## config.mk

```make
export PLATFORM = sky130hd
export DESIGN_NAME = flag_unit
export DESIGN_NICKNAME = d
export VERILOG_FILES = /design/src/rtl/flag_pkg.sv /design/src/rtl/flag_eval.sv /design/src/rtl/flag_reg.sv /design/src/rtl/flag_unit.sv
export SDC_FILE = /design/constraint.sdc
export NUM_CORES = 1
export LEC_CHECK = 0
export BUFFER_PORTS_ARGS = -buffer_cell sky130_fd_sc_hd__buf_4
export CAP_MARGIN = 0
export CORE_MARGIN = 4
export CORE_UTILIZATION = 31
export CTS_CLUSTER_DIAMETER = 100
export DETAILED_ROUTE_END_ITERATION = 8
export PLACE_DENSITY = 0.84
export SETUP_SLACK_MARGIN = 0.3
export SLEW_MARGIN = 10
export SYNTH_ARGS = -nofsm -noshare
export SYNTH_HDL_FRONTEND = slang
export SYNTH_HIERARCHICAL = 1
export SYNTH_SLANG_ARGS = --single-unit
export TNS_END_PERCENT = 20
```

## constraint.sdc

```tcl
create_clock -name clk_i -period 2.37 [get_ports clk_i]
set_input_delay 0.3555 -clock clk_i [delete_from_list [all_inputs] [get_ports clk_i]]
set_output_delay 0.3555 -clock clk_i [all_outputs]
set_load 0.01 [all_outputs]
```

## src/rtl/flag_pkg.sv

```systemverilog
package flag_pkg;
  typedef enum logic [3:0] {
    OP_NONE  = 4'd0,
    OP_ARITH = 4'd1,
    OP_DADJ  = 4'd2,
    OP_NEG   = 4'd3,
    OP_SHIFT = 4'd4,
    OP_MUL   = 4'd5,
    OP_DIV   = 4'd6,
    OP_MOVE  = 4'd7,
    OP_KEEP  = 4'd8
  } op_cls_e;

  localparam int FLAG_W = 8;
  localparam int C_POS  = 7;
  localparam int AC_POS = 6;
  localparam int V_POS  = 2;
  localparam int N_POS  = 1;
  localparam int Z_POS  = 0;
  localparam logic [FLAG_W-1:0] RSV_MASK = 8'b0011_1000;

  typedef struct packed {
    logic c;
    logic ac;
    logic v;
    logic n;
    logic z;
  } flag_set_t;
endpackage

```

## src/rtl/flag_eval.sv

```systemverilog
module flag_eval
  import flag_pkg::*;
#(
  parameter int DW = 16
) (
  input  logic [3:0]    op_i,
  input  logic          size_i,
  input  logic [DW-1:0] res_i,
  input  logic [DW-1:0] carry_i,
  input  logic          shout_i,
  input  logic [DW-1:0] hi_i,
  input  logic [DW-1:0] divsr_i,
  input  logic          dovf_i,
  output flag_set_t     val_o,
  output flag_set_t     en_o
);
  localparam int BW = DW / 2;

  logic [DW-1:0] size_mask;
  logic sign, zero, cout, cin, nib, upper_nz, div_zero;
  op_cls_e op;

  assign op        = op_cls_e'(op_i);
  assign size_mask = size_i ? {DW{1'b1}} : {{(DW-BW){1'b0}}, {BW{1'b1}}};
  assign sign      = size_i ? res_i[DW-1]   : res_i[BW-1];
  assign cout      = size_i ? carry_i[DW-1] : carry_i[BW-1];
  assign cin       = size_i ? carry_i[DW-2] : carry_i[BW-2];
  assign nib       = carry_i[3];
  assign zero      = ((res_i & size_mask) == '0);
  assign upper_nz  = |(hi_i & size_mask);
  assign div_zero  = ((divsr_i & size_mask) == '0);

  always_comb begin
    val_o = '{c: cout, ac: nib, v: cout ^ cin, n: sign, z: zero};
    en_o  = '0;
    unique case (op)
      OP_ARITH: en_o = '{c: 1'b1, ac: 1'b1, v: 1'b1, n: 1'b1, z: 1'b1};
      OP_DADJ:  en_o = '{c: 1'b1, ac: 1'b0, v: 1'b0, n: 1'b1, z: 1'b1};
      OP_NEG:   en_o = '{c: 1'b0, ac: 1'b0, v: 1'b1, n: 1'b1, z: 1'b1};
      OP_SHIFT: begin
        en_o    = '{c: 1'b1, ac: 1'b0, v: 1'b0, n: 1'b1, z: 1'b1};
        val_o.c = shout_i;
      end
      OP_MUL: begin
        en_o    = '{c: 1'b1, ac: 1'b0, v: 1'b1, n: 1'b1, z: 1'b1};
        val_o.c = 1'b0;
        val_o.v = upper_nz;
      end
      OP_DIV: begin
        en_o    = '{c: 1'b1, ac: 1'b0, v: 1'b1, n: 1'b1, z: 1'b1};
        val_o.c = 1'b0;
        val_o.v = dovf_i | div_zero;
      end
      OP_MOVE:  en_o = '{c: 1'b0, ac: 1'b0, v: 1'b0, n: 1'b1, z: 1'b1};
      default:  en_o = '0;
    endcase
  end
endmodule

```

## src/rtl/flag_reg.sv

```systemverilog
module flag_reg
  import flag_pkg::*;
(
  input  logic              clk_i,
  input  logic              rst_ni,
  input  logic              wr_i,
  input  logic [FLAG_W-1:0] wdata_i,
  input  logic              upd_i,
  input  flag_set_t         val_i,
  input  flag_set_t         en_i,
  output logic [FLAG_W-1:0] q_o
);
  logic [FLAG_W-1:0] q_d, q_q, upd_byte;

  always_comb begin
    upd_byte        = q_q;
    if (en_i.c)  upd_byte[C_POS]  = val_i.c;
    if (en_i.ac) upd_byte[AC_POS] = val_i.ac;
    if (en_i.v)  upd_byte[V_POS]  = val_i.v;
    if (en_i.n)  upd_byte[N_POS]  = val_i.n;
    if (en_i.z)  upd_byte[Z_POS]  = val_i.z;
  end

  always_comb begin
    if (wr_i)       q_d = wdata_i & ~RSV_MASK;
    else if (upd_i) q_d = upd_byte & ~RSV_MASK;
    else            q_d = q_q;
  end

  always_ff @(posedge clk_i or negedge rst_ni) begin
    if (!rst_ni) q_q <= '0;
    else         q_q <= q_d;
  end

  assign q_o = q_q;
endmodule

```

## src/rtl/flag_unit.sv

```systemverilog
module flag_unit
  import flag_pkg::*;
#(
  parameter int DW = 16
) (
  input  logic          clk_i,
  input  logic          rst_ni,
  input  logic          wr_i,
  input  logic [7:0]    wdata_i,
  input  logic          upd_i,
  input  logic [3:0]    op_i,
  input  logic          size_i,
  input  logic [DW-1:0] res_i,
  input  logic [DW-1:0] carry_i,
  input  logic          shout_i,
  input  logic [DW-1:0] hi_i,
  input  logic [DW-1:0] divsr_i,
  input  logic          dovf_i,
  output logic [7:0]    flags_o
);
  flag_set_t val, en;

  flag_eval #(.DW(DW)) i_eval (
    .op_i    (op_i),
    .size_i  (size_i),
    .res_i   (res_i),
    .carry_i (carry_i),
    .shout_i (shout_i),
    .hi_i    (hi_i),
    .divsr_i (divsr_i),
    .dovf_i  (dovf_i),
    .val_o   (val),
    .en_o    (en)
  );

  flag_reg i_reg (
    .clk_i   (clk_i),
    .rst_ni  (rst_ni),
    .wr_i    (wr_i),
    .wdata_i (wdata_i),
    .upd_i   (upd_i),
    .val_i   (val),
    .en_i    (en),
    .q_o     (flags_o)
  );
endmodule

```

==> results.py <==
metrics = {
    "global_route": {
        "grt_max_degree": 11,
        "first_global_vias": 819,
        "grtUsageTotal_pct": 16.5,
        "antenna_found_initial": 0,
        "grt_pass1_wl_um": 3480,
        "overflow": 0,
    },
    "critical_path": {
        "worstPathArrival_ns": 1.74,
        "cp_max_fo": 1,
        "cp-end-kind": "flip-flop",
        "cp.required_ns": 2.55,
        "setup.worst_path.start_class": "input pin",
        "worstSetupPathType": "input pin to flip-flop",
    },
    "routing": {
        "drtIter0Drc": 7,
        "viasPerCell": 4.80,
        "drt_pass1_iterations": 3,
        "drc_errors": 0,
        "antenna_left": 0,
        "vias": 831,
        "wl_per_cell_um": 13.3,
        "totalWireLength_um": 2310,
    },
    "power": {
        "p_sw_mw": 0.0931,
        "power_mw": 0.361,
        "vdd_drop_max_mv": 0.258,
        "powerDensity_nw_per_um2": 309,
        "comb_power_share_pct": 45.9,
        "p_seq_share_pct": 27.4,
        "p_leak_nw": 0.578,
        "p_int_mw": 0.268,
        "switching_share_pct": 25.8,
        "clockPowerShare_pct": 26.7,
    },
    "logic_synthesis": {
        "yosysUniqueCellTypes": 31,
        "ys_seq_area_share_pct": 20.4,
        "avgSynthCellArea_um2": 7.78,
        "synthesis.area_um2": 614,
        "syn_inst": 79,
        "yosysWarningCount": 6,
        "synth-seq-cells": 5,
    },
    "finish": {
        "final_nets": 232,
        "post-route-util_pct": 64.9,
        "final_cells": 173,
        "fill_cells": 158,
        "largest_reg_flops": 5,
        "final_cell_area_um2": 1170,
        "area.growth.synth_to_final_pct": 90.2,
        "layout-drive-gt1-share_pct": 52.7,
        "num_antenna_cells": 0,
    },
    "sta": {
        "worst_slack_ns": 0.802,
        "setup_tns_ns": 0,
        "drv_slew": 0,
        "skew_ns": 0,
        "max_freq_mhz": 638,
        "final.min_clock_period_ns": 1.57,
        "hold_viol_final": 0,
        "report.final.setup_viol": 0,
        "grt_setup_unrepaired": "no",
        "fin_crit_sh_pct": 66.1,
        "hold_slack_ns": 0.433,
    },
    "placed_design": {
        "dp.cells": 168,
        "port-buffer-count": 73,
        "place_congestion": 0.775,
        "placed_area_um2": 1130,
        "post-place-ws_ns": 0.552,
    },
    "die": {
        "dieWidth_um": 52.5,
        "core_um2": 1800,
        "rows": 15,
        "initial_utilization_pct": 34.1,
        "die_y_um": 52.5,
        "die_area_um2": 2760,
        "ios": 91,
    },
    "clocking": {
        "cts_buffers": 3,
        "worstSkewPairLatency_ns": 0.23,
        "tritoncts": "yes",
        "cts_root_buf": "clkbuf_4",
        "cts_num_sinks": 5,
        "clockBufferDepth": 2,
        "postCtsSetupRepairBufs": 0,
        "clk_pin_slew_worst_paths_ns": 0.05,
        "htreeDepth": 1,
    },
    "worst_hold_path": {
        "hold_path_class": "input pin to flip-flop",
    },
    "flow_run": {
        "max_cap_violations": 0,
    },
    "outcome": {
        "status": "finished clean",
    },
}
-- synth_stat cells --
library cell	count	share of area, %
nor4_1	9	9.2
buf_2	1	0.81
a31o_1	1	1.4
and3_1	5	5.1
o31a_1	5	7.1
dfrtp_1	5	20
nand2b_1	5	5.1
or4_1	1	1.2
nor2b_1	1	1.0
a31oi_1	1	1.0
o2111ai_1	1	1.4
mux2_1	1	1.8
conb_1	1	0.61
o21ai_1	1	0.81
nor4_2	1	2.0
nor2_1	3	1.8
buf_4	7	8.6
nand2_1	7	4.3
and2_1	1	1.0
or4_4	1	1.8
or3_1	1	1.0
clkbuf_1	3	1.8
a21oi_1	2	1.6
nor3_1	1	0.81
xor2_1	3	4.3
inv_1	1	0.61
mux2i_1	2	3.3
nor4b_1	1	1.4
o211ai_1	1	1.2
a21boi_0	5	6.1
a21boi_1	1	1.2
-- timing repair --
item | CTS | global route
endpoints found under the hold margin | 5 | 0
hold buffers | 1 | 0
resized for setup | 0 | 0
-- worst max-delay path, stage by stage --
cell and delay, ns:
buf_4 0.10, or4_1 0.52, o21ai_1 0.15, a31oi_1 0.12, o211ai_1 0.18, and3_1 0.18, o31a_1 0.13
-- area by class of cell --
class / instances / area (um^2) / share of cell area, %
flip-flops and latches: 5 / 125 / 10.7
multi-input cells: 64 / 424 / 36.3
repair buffers: 74 / 558 / 47.8
inverters: 1 / 3.75 / 0.321
well taps: 25 / 31.3 / 2.68
clock buffers: 4 / 26.3 / 2.25
-- worst paths after layout --
path	start	to	slack, ns	depth (start not counted)
max	divsr_i[12]	i_reg/q_o[2]	0.80	7
min	wdata_i[7]	i_reg/q_o[7]	0.43	3
max reg2reg	i_reg/q_o[7]	i_reg/q_o[7]	1.51	2
min reg2reg	i_reg/q_o[1]	i_reg/q_o[1]	0.67	2
max in group asynchronous	rst_ni	i_reg/q_o[7]	1.80	2
min in group asynchronous	rst_ni	i_reg/q_o[6]	0.45	2
-- routing by layer --
layer	global-route usage [%]	part of all wire, %	wire length [um]
met5	0	0	0
met4	5.11	0.82	19
met3	5.41	14	332
met2	31.2	50	1160
met1	16.8	34	792
-- logic make-up after synthesis --
family / count (synthesis) / synth area share (%)
and+or+nand+nor: 37 / 35.8
AOI/OAI and AO/OA: 18 / 22.0
buffers and inverters: 12 / 11.8
DFF: 5 / 20.4
xor gates and xnor gates: 3 / 4.28
muxes: 3 / 5.09
other: 1 / 0.610
-- layout by cell type, fill, tap and decap left out, drive strengths merged, types with 2 or more instances in the layout --
master	Yosys	layout
buf	8	73
clkbuf	3	4
o31a	5	5
mux2i	2	2
a21oi	2	2
nand2b	5	5
dfrtp	5	5
xor2	3	3
or4	2	2
nand2	7	7
nor2	3	3
a21boi	6	6
conb	1	3
and3	5	5
nor4	10	10
-- power by group through the flow --
stage	Sequential [mW]	Clock, mW	Combinational [mW]
3_3_place_gp	0.0996	0	0.161
4_1_cts	0.0987	0.104	0.167
6_report	0.0989	0.0965	0.166
2_1_floorplan	0.104	0	0.0597
5_1_grt	0.100	0.109	0.182
3_5_place_dp	0.0999	0	0.166
No activity file was read; power rests on OpenSTA's default activity.
